==> src/rtl/agu_pkg.sv <==
package agu_pkg;

    localparam int AW    = 16;
    localparam int NPTR  = 4;
    localparam int NLANE = 2;
    localparam int LDW   = 3;

    typedef logic [AW-1:0] addr_t;

    typedef enum logic [2:0] {
        AM_IND   = 3'd0,
        AM_POST2 = 3'd1,
        AM_POST4 = 3'd2,
        AM_POST6 = 3'd3,
        AM_INDEX = 3'd4
    } amode_e;

    localparam logic [LDW-1:0] LD_OFS = 3'd4;

    typedef struct packed {
        addr_t ea;
        addr_t wb;
        logic  upd;
        logic  illegal;
        logic  range_err;
    } lane_res_t;

    function automatic addr_t word_align(addr_t a);
        return {a[AW-1:1], 1'b0};
    endfunction

    function automatic addr_t post_step(logic [2:0] m);
        case (m)
            AM_POST2: return addr_t'(2);
            AM_POST4: return addr_t'(4);
            AM_POST6: return addr_t'(6);
            default:  return '0;
        endcase
    endfunction

    function automatic logic in_window(addr_t a, addr_t lo, addr_t hi);
        return (a >= lo) && (a <= hi);
    endfunction

endpackage

==> src/rtl/agu_lane.sv <==
module agu_lane
    import agu_pkg::*;
#(
    parameter addr_t LO = 16'h0800,
    parameter addr_t HI = 16'h17FF
) (
    input  addr_t      ptr_even,
    input  addr_t      ptr_odd,
    input  logic       sel,
    input  logic [2:0] mode,
    input  addr_t      ofs,
    output lane_res_t  res
);

    addr_t base;
    addr_t stepped;
    addr_t indexed;

    assign base    = sel ? ptr_odd : ptr_even;
    assign stepped = word_align(base + post_step(mode));
    assign indexed = word_align(base + ofs);

    always_comb begin
        res.ea        = base;
        res.wb        = base;
        res.upd       = 1'b0;
        res.illegal   = 1'b0;
        res.range_err = 1'b0;
        case (mode)
            AM_IND: begin
                res.range_err = !in_window(base, LO, HI);
            end
            AM_POST2, AM_POST4, AM_POST6: begin
                if (!in_window(base, LO, HI) || !in_window(stepped, LO, HI)) begin
                    res.range_err = 1'b1;
                end else begin
                    res.wb  = stepped;
                    res.upd = 1'b1;
                end
            end
            AM_INDEX: begin
                if (sel) begin
                    res.ea        = indexed;
                    res.range_err = !in_window(indexed, LO, HI);
                end else begin
                    res.illegal = 1'b1;
                end
            end
            default: begin
                res.illegal = 1'b1;
            end
        endcase
    end

endmodule

==> src/rtl/agu_ptr_file.sv <==
module agu_ptr_file
    import agu_pkg::*;
#(
    parameter addr_t X_INIT = 16'h0800,
    parameter addr_t Y_INIT = 16'h1800
) (
    input  logic                  clk,
    input  logic                  rst,
    input  logic                  ld_en,
    input  logic [LDW-1:0]        ld_sel,
    input  addr_t                 ld_data,
    input  logic [NLANE-1:0]      upd,
    input  logic [NLANE-1:0]      sel,
    input  addr_t [NLANE-1:0]     upd_val,
    output addr_t [NPTR-1:0]      ptr,
    output addr_t                 ofs
);

    addr_t [NPTR-1:0] ptr_q;
    addr_t            ofs_q;

    genvar i;
    generate
        for (i = 0; i < NPTR; i++) begin : g_ptr
            localparam int    LANE = i / 2;
            localparam logic  SUB  = logic'(i % 2);
            localparam addr_t INIT = (LANE == 0) ? X_INIT : Y_INIT;

            logic ld_hit;
            logic mod_hit;
            assign ld_hit  = ld_en && (ld_sel == LDW'(i));
            assign mod_hit = upd[LANE] && (sel[LANE] == SUB);

            always_ff @(posedge clk) begin
                if (rst) begin
                    ptr_q[i] <= word_align(INIT);
                end else if (ld_hit) begin
                    ptr_q[i] <= word_align(ld_data);
                end else if (mod_hit) begin
                    ptr_q[i] <= upd_val[LANE];
                end
            end
        end
    endgenerate

    always_ff @(posedge clk) begin
        if (rst) begin
            ofs_q <= '0;
        end else if (ld_en && (ld_sel == LD_OFS)) begin
            ofs_q <= ld_data;
        end
    end

    assign ptr = ptr_q;
    assign ofs = ofs_q;

endmodule

==> src/rtl/dual_prefetch_agu.sv <==
module dual_prefetch_agu
    import agu_pkg::*;
#(
    parameter addr_t X_LO = 16'h0800,
    parameter addr_t X_HI = 16'h17FF,
    parameter addr_t Y_LO = 16'h1800,
    parameter addr_t Y_HI = 16'h1FFF
) (
    input  logic        clk,
    input  logic        rst,
    input  logic        start,
    input  logic        x_sel,
    input  logic [2:0]  x_mode,
    input  logic        y_sel,
    input  logic [2:0]  y_mode,
    input  logic        ld_en,
    input  logic [2:0]  ld_sel,
    input  logic [15:0] ld_data,
    output logic        valid,
    output logic [15:0] x_addr,
    output logic [15:0] x_wb,
    output logic        x_illegal,
    output logic        x_range_err,
    output logic [15:0] y_addr,
    output logic [15:0] y_wb,
    output logic        y_illegal,
    output logic        y_range_err
);

    addr_t [NPTR-1:0]  ptr;
    addr_t             ofs;
    logic [NLANE-1:0]  lane_sel;
    logic [2:0]        lane_mode [NLANE];
    lane_res_t         lane_res  [NLANE];
    lane_res_t         res_q     [NLANE];
    logic [NLANE-1:0]  lane_upd;
    addr_t [NLANE-1:0] lane_wb;
    logic              valid_q;

    assign lane_sel[0]  = x_sel;
    assign lane_sel[1]  = y_sel;
    assign lane_mode[0] = x_mode;
    assign lane_mode[1] = y_mode;

    genvar g;
    generate
        for (g = 0; g < NLANE; g++) begin : g_lane
            localparam addr_t LO = (g == 0) ? X_LO : Y_LO;
            localparam addr_t HI = (g == 0) ? X_HI : Y_HI;

            agu_lane #(.LO(LO), .HI(HI)) u_lane (
                .ptr_even (ptr[2*g]),
                .ptr_odd  (ptr[2*g+1]),
                .sel      (lane_sel[g]),
                .mode     (lane_mode[g]),
                .ofs      (ofs),
                .res      (lane_res[g])
            );

            assign lane_upd[g] = start && lane_res[g].upd;
            assign lane_wb[g]  = lane_res[g].wb;

            always_ff @(posedge clk) begin
                if (rst) begin
                    res_q[g] <= '0;
                end else if (start) begin
                    res_q[g] <= lane_res[g];
                end
            end
        end
    endgenerate

    agu_ptr_file #(.X_INIT(X_LO), .Y_INIT(Y_LO)) u_regs (
        .clk     (clk),
        .rst     (rst),
        .ld_en   (ld_en),
        .ld_sel  (ld_sel),
        .ld_data (ld_data),
        .upd     (lane_upd),
        .sel     (lane_sel),
        .upd_val (lane_wb),
        .ptr     (ptr),
        .ofs     (ofs)
    );

    always_ff @(posedge clk) begin
        if (rst) begin
            valid_q <= 1'b0;
        end else begin
            valid_q <= start;
        end
    end

    assign valid       = valid_q;
    assign x_addr      = res_q[0].ea;
    assign x_wb        = res_q[0].wb;
    assign x_illegal   = res_q[0].illegal;
    assign x_range_err = res_q[0].range_err;
    assign y_addr      = res_q[1].ea;
    assign y_wb        = res_q[1].wb;
    assign y_illegal   = res_q[1].illegal;
    assign y_range_err = res_q[1].range_err;

endmodule

==> config.mk <==
export PLATFORM = sky130hd
export DESIGN_NAME = dual_prefetch_agu
export DESIGN_NICKNAME = d
export VERILOG_FILES = /design/src/rtl/agu_pkg.sv /design/src/rtl/agu_lane.sv /design/src/rtl/agu_ptr_file.sv /design/src/rtl/dual_prefetch_agu.sv
export SDC_FILE = /design/constraint.sdc
export NUM_CORES = 1
export LEC_CHECK = 0
export BUFFER_PORTS_ARGS = -buffer_cell sky130_fd_sc_hd__buf_2
export CAP_MARGIN = 40
export CORE_MARGIN = 2
export CORE_UTILIZATION = 56
export DETAILED_ROUTE_END_ITERATION = 8
export PLACE_DENSITY = 0.76
export SETUP_SLACK_MARGIN = 0.02
export SLEW_MARGIN = 5
export SYNTH_ARGS = -nofsm -noshare
export SYNTH_HDL_FRONTEND = slang
export SYNTH_HIERARCHICAL = 1
export SYNTH_SLANG_ARGS = --single-unit
==> constraint.sdc <==
create_clock -name clk -period 10.5 [get_ports clk]
set_input_delay 0 -clock clk [delete_from_list [all_inputs] [get_ports clk]]
set_output_delay 0 -clock clk [all_outputs]
set_load 0.01 [all_outputs]
### Word-level counts from Yosys, hierarchy flattened

Memories as Yosys holds them, arrays and structs flattened.
Cells that the tools add are included.
W data, S select, Z words.

* memories: 1
* bits of input ports: 31
* word-level logic and storage cells: 120
* bits in registers: 81
* RAM bits: 70
* output and inout bits: 69

* muxes and demuxes: 37
* add/subtract/negate cells: 4
* reduce and logical (&&, ||, !) cells: 40
* $lt $le $gt $ge: 12
* bitwise gates (word level): 4
* eq/ne operators: 12

Memory list
* res_q: depth 2, bits a word 35, rd ports 2, clocked after memory_dff 0, wr ports 2, RTL line dual_prefetch_agu.sv:35 `lane_res_t res_q [NLANE];`

Operator list (number)
* $mux W16: 14
* $le A16 B13 Y1 const B: 6
* $mux W35: 2
* $mux W17: 4
* $ge A16 B12 Y1 const B: 3
* $ge A16 B13 Y1 const B: 3
* $add A16 B16 Y16: 2
* $add A16 B3 Y16: 2
* $eq A3 B2 Y1 const B: 6
* $pmux W3 S3: 2
* $logic_and A1 B1 Y1: 17
* $mux W1: 11
* $eq A3 B1 Y1 const B: 3
* $eq A3 B3 Y1 const B: 3
* $logic_not A3 Y1: 3
* $reduce_bool A2 Y1: 4
* $reduce_or A2 Y1: 4
* $reduce_or A4 Y1: 2
* $logic_not A1 Y1: 6
* $pmux W1 S3: 2
* $reduce_or A3 Y1: 2
* $pmux W1 S2: 2
* $logic_or A1 B1 Y1: 2
* $not A1 Y1: 2
* $or A1 B1 Y1: 2

### Logic depth before layout (Yosys ltp)

* depth in word-level cells: 13
* mapped depth: 19
* gate-level depth less buffers: 13

### By module

Netlist, hierarchy kept.

Modules (own cells, without submodules)
* agu_ptr_file: instances 1, cells an instance 394, area each 3388.2 um^2, seq. area each 1601.5 um^2
* dual_prefetch_agu: instances 1, cells an instance 155, area each 2830.2 um^2, seq. area each 2062.0 um^2
* agu_lane (g_lane[0].u_lane): instances 1, cells an instance 261, area each 1760.4 um^2, seq. area each 0.0 um^2
* agu_lane (g_lane[1].u_lane): instances 1, cells an instance 257, area each 1677.9 um^2, seq. area each 0.0 um^2

### Worst setup path after synthesis

OpenSTA, ideal clock, no wires.

* kind: input -> register
* start: input y_sel
* end: register u_regs.ptr_q, in the netlist u_regs/ptr[34]
* slack: 7.029 ns
* required time: 10.367 ns
* cell stages on the path: 19
* library setup time: 0.133 ns
* path buffers: 7
* arrival time: 3.338 ns
* cells stage by stage: buf_6 > buf_6 > buf_2 > buf_1 > mux2i_1 > inv_1 > ha_1 > a21oi_1 > nor4_2 > a21oi_1 > nor3_1 > nor4_2 > buf_4 > and2_1 > nand2b_1 > buf_2 > buf_4 > mux2i_1 > a21oi_1

RTL lines
* from (decl): RTL line dual_prefetch_agu.sv:14 `input logic y_sel,`
* to (signal, indexed assignment): RTL line agu_ptr_file.sv:36 `ptr_q[i] <= word_align(INIT);`
* to (signal, indexed assignment): RTL line agu_ptr_file.sv:38 `ptr_q[i] <= word_align(ld_data);`
* to (signal, indexed assignment): RTL line agu_ptr_file.sv:40 `ptr_q[i] <= upd_val[LANE];`
* to (decl): RTL line agu_ptr_file.sv:19 `addr_t [NPTR-1:0] ptr_q;`

==> reports/qor_table.md <==
| Group | Result | This run |
|---|---|---|
| run status | Result of the run | finished, final reports clean |
| logic synthesis | Top FF cell, synth | sky130_fd_sc_hd__dfxtp_1 |
| sta | Shortest period the worst path allows | 4188 ps |
| place | Number of buffer cells added on primary ports | 99 |
| cells and area | Count of nets after finishing | 1204 |
| routing | Avg WL per Cell | 19.28 um |
| routing | Number of design rule violations left after detail routing | 0 |
| critical path | Cell at the slowest stage of the critical path | sky130_fd_sc_hd__nor4_2 |
| logic synthesis | Count of flip-flops with a built-in enable after synthesis | 68 |
| critical path | Worst EP required | 10780 ps |
| cells and area | Antenna cell count | 0 |
| place | DPL Wire Length | 19280 um |
| pwr | Total net switching power | 0.3810 mW |
| sta | Post-layout worst setup margin | 6312 ps |
| logic synthesis | Most frequent cells after synthesis | sky130_fd_sc_hd__a21oi_1, sky130_fd_sc_hd__nand2_1, sky130_fd_sc_hd__dfxtp_1, sky130_fd_sc_hd__edfxtp_1, sky130_fd_sc_hd__nor2_1 |
| place | Post-placement worst setup slack | 6021 ps |
| clock network | Number of buffers on the longest clock path | 2 |
| floorplan | Die outline height | 135.3 um |
| critical path | Top fanout value on the critical path | 74 |
| routing | Overall routed net length | 26500 um |
| floorplan | Number of standard-cell rows in the floorplan | 48 |
| sta | Worst Hold Margin | 66.01 ps |
| critical path | Worst setup path category | in2reg |
| run | MaxCap Viol Count | 0 |
| critical path | Largest incremental delay on the critical path | 790 ps |
| cells and area | Finished Cell Area | 0.01084 mm2 |
| logic synthesis | Share of flip-flops with an asynchronous set or reset | 0 |
| global routing | Via count of the first global-routing pass | 7386 |
| pwr | Power Dens Cells | 130.5 mW/mm2 |
| place | Post-place instance area | 0.01014 mm2 |
| worst hold path | Class of the tightest hold or removal check | in2reg |
| global routing | Remaining global-route overflow | 0 |
| sta | Total negative setup slack | 0 ps |
| logic synthesis | Number of nets in the synthesized netlist | 1134 |
| floorplan | Die X | 135.3 um |
| clock network | Post-CTS setup buffer count | 0 |
| sta | Number of pins with negative max-slew slack in the final report | 0 |
| pwr | Overall Power | 1.415 mW |
| sta | Unrepaired setup endpoints after global routing | false |
| sta | Count of final setup violators | 0 |
| pwr | Maximum resistive drop on vdd | 0.1264 mV |
| clock network | TritonCTS clock tree | built |
| pwr | Switching share of power | 0.2693 |
| pwr | Internal power component | 1.034 mW |
| floorplan | Starting density of the core | 0.5662 |
| critical path | Data arrival time of the critical path | 4470 ps |
| logic synthesis | Seq cells post-synth | 149 |
| pwr | Clock power frac | 0.399 |
| pwr | Relative contribution of sequential cells to total power | 0.460 |
| pwr | Leakage power summed over all cells | 4.720 nW |
| clock network | CTS H-Tree Depth | 4 |
| logic synthesis | Gate count of the mapped netlist | 1067 |
| logic synthesis | Distinct cells, synth | 79 |
| sta | Final Hold Vio Count | 0 |
| clock network | Clock network latency to the later pin of the worst-skew pair | 430 ps |
| routing | Number of vias per cell | 6.168 |
| place | GP Congestion | 0.9835 |
| global routing | Total routing resource utilization after global routing | 0.2899 |
| logic synthesis | Post-Synthesis Mean Instance Area | 9.050 um2 |
| pwr | Comb pwr share | 0.141 |
| clock network | Number of buffers inserted during clock tree synthesis | 17 |
| sta | Maximum clock frequency | 238.8 MHz |
| critical path | Crit-path cells | buf_2, buf_4, mux2i_1, inv_1, ha_1, a21oi_1, nor4_2, a21oi_1, nor3_1, nor4_2, and2_1, nand2_1, mux2i_1, a22oi_1 |
| sta | Remaining max-slew budget at the tightest pin | 0.3696 |
| critical path | Crit end category | flop |
| logic synthesis | Cell types occupying the most area after synthesis | sky130_fd_sc_hd__edfxtp_1, sky130_fd_sc_hd__dfxtp_1, sky130_fd_sc_hd__a21oi_1 |
| routing | TritonRoute pass-1 iters | 7 |
| routing | Number of DRC violations after detailed-routing iteration 0 | 1148 |
| clock network | Total clock sinks | 149 |
| cells and area | Filler-free cell count of the finished design | 1375 |
| global routing | Maximum number of pins on one net before global-route repair | 98 |
| floorplan | Core area | 0.01706 mm2 |
| logic synthesis | Netlist area before placement | 0.009657 mm2 |
| floorplan | I/O pins | 100 |
| routing | Post-route ant nets | 0 |
| cells and area | Area overhead of the layout relative to synthesis | 12.28% |
| cells and area | Core utilization of the finished layout | 0.6357 |
| logic synthesis | Share of the synthesized area in the top cell type | 0.2115 |
| global routing | First-pass GRT wire length | 40680 um |
| floorplan | Floorplan die area | 0.01831 mm2 |
| clock network | Clock Tree Root | sky130_fd_sc_hd__clkbuf_16 |
| sta | Slew at the pin closest to its max-slew limit | 937.7 ps |
| logic synthesis | Portion of the post-synthesis area used by sequential elements | 0.3794 |
| cells and area | Share of final-layout standard cells stronger than drive strength 1 | 0.2157 |
| logic synthesis | Synth warnings | 6 |
| routing | Overall via count from detail_route | 8481 |
| logic synthesis | Cell taking the most area after synthesis | sky130_fd_sc_hd__edfxtp_1 |
| sta | Final period util | 0.3989 |
| critical path | Worst setup SP type | input pin |
| clock network | Clk slew on worst S/H paths | 60 ps |
| sta | Worst clock skew on the final layout | 11.05 ps |
| place | Number of instances in the placed design | 1327 |
| global routing | Number of antenna violations at the first check in global routing | 1 |
| logic synthesis | Cell with the most instances after synthesis | sky130_fd_sc_hd__a21oi_1 |
==> repair_timing <==
action	in CTS	in global routing
hold buffers	16	0
gates resized for setup	0	0
hold endpoints to repair	73	0
==> state kept, by name, indices dropped and copies added, names as in the netlist <==
signal,count
u_regs/ptr,64
res_q,68
valid,1
u_regs/ofs,16
==> final timing paths <==
path / start / end / slack, ps / cells past startpoint
worst max register to register: u_regs/ptr[50]$_SDFFE_PP0P_ / u_regs/ptr[59]$_SDFFE_PP1P_ / 6350 / 12
worst max-delay path: y_sel / u_regs/ptr[59]$_SDFFE_PP1P_ / 6310 / 14
worst min register to register: u_regs/ofs[13]$_SDFFE_PP0P_ / u_regs/ofs[13]$_SDFFE_PP0P_ / 500 / 2
worst min-delay path: ld_sel[2] / u_regs/ptr[43]$_SDFFE_PP1P_ / 70 / 3
==> per-layer routing <==
| metal | wire length, um | part of all wire | global-route usage |
|---|---|---|---|
| met2 | 10650 | 0.40 | 0.3959 |
| met5 | 0 | 0 | 0 |
| met4 | 575 | 0.022 | 0.09201 |
| met3 | 3012 | 0.11 | 0.05238 |
| met1 | 12260 | 0.46 | 0.4581 |
==> final cells by class <==
| cell class | count | area (um2) |
|---|---|---|
| clock buffers | 19 | 432.9 |
| repair buffers | 125 | 747.0 |
| flip-flops and latches | 149 | 3664 |
| clock inverters | 13 | 108.9 |
| inverters | 22 | 82.58 |
| multi-input cells | 822 | 5527 |
| well taps | 225 | 281.5 |
| fillers | 1447 | 6213 |
==> critical path, delay by kind of cell <==
family / cells / cell delay [ps]
simple gates: 5 / 2100
buf+inv: 3 / 780
mux: 2 / 740
compound gates: 3 / 520
fa+ha+maj: 1 / 310
==> power by group through the flow <==
stage / Combinational (mW) / Sequential [mW] / Clock [mW]
2_1_floorplan: 0.124 / 0.667 / 0
3_3_place_gp: 0.186 / 0.662 / 0
3_5_place_dp: 0.189 / 0.663 / 0
4_1_cts: 0.195 / 0.650 / 0.569
5_1_grt: 0.217 / 0.653 / 0.593
6_report: 0.200 / 0.651 / 0.564
==> logic make-up after synthesis <==
family	synth area share
multiplexers	0.08655
adder cells (fa/ha/maj)	0.04975
buffers and inverters	0.04833
AO/OA/AOI/OAI	0.1862
XOR/XNOR	0.03162
AND/OR/NAND/NOR	0.2182
flip-flops	0.3794
==> placed cells by master, fill, tap and decap left out, types with 5 or more instances in the layout <==
cell and count:
sky130_fd_sc_hd__clkbuf_16 17, sky130_fd_sc_hd__xnor2_1 24, sky130_fd_sc_hd__and3_1 5, sky130_fd_sc_hd__o21ai_0 59, sky130_fd_sc_hd__buf_4 6, sky130_fd_sc_hd__a21o_1 10
sky130_fd_sc_hd__o211ai_1 6, sky130_fd_sc_hd__mux2_2 24, sky130_fd_sc_hd__dfxtp_1 81, sky130_fd_sc_hd__a21oi_1 155, sky130_fd_sc_hd__nor3_1 23, sky130_fd_sc_hd__inv_1 22
sky130_fd_sc_hd__nand3_1 51, sky130_fd_sc_hd__and3b_2 62, sky130_fd_sc_hd__o21ai_1 15, sky130_fd_sc_hd__a211oi_1 8, sky130_fd_sc_hd__and2_1 7, sky130_fd_sc_hd__edfxtp_1 68
sky130_fd_sc_hd__nor2b_1 10, sky130_fd_sc_hd__o21a_1 7, sky130_fd_sc_hd__nand2_1 96, sky130_fd_sc_hd__and3b_1 6, sky130_fd_sc_hd__buf_2 100, sky130_fd_sc_hd__mux2i_1 52
sky130_fd_sc_hd__a31oi_1 17, sky130_fd_sc_hd__dlygate4sd3_1 16, sky130_fd_sc_hd__nor2_1 64, sky130_fd_sc_hd__nand4_1 6, sky130_fd_sc_hd__xor2_1 9, sky130_fd_sc_hd__ha_1 32
No activity file was read; power rests on OpenSTA's default activity.
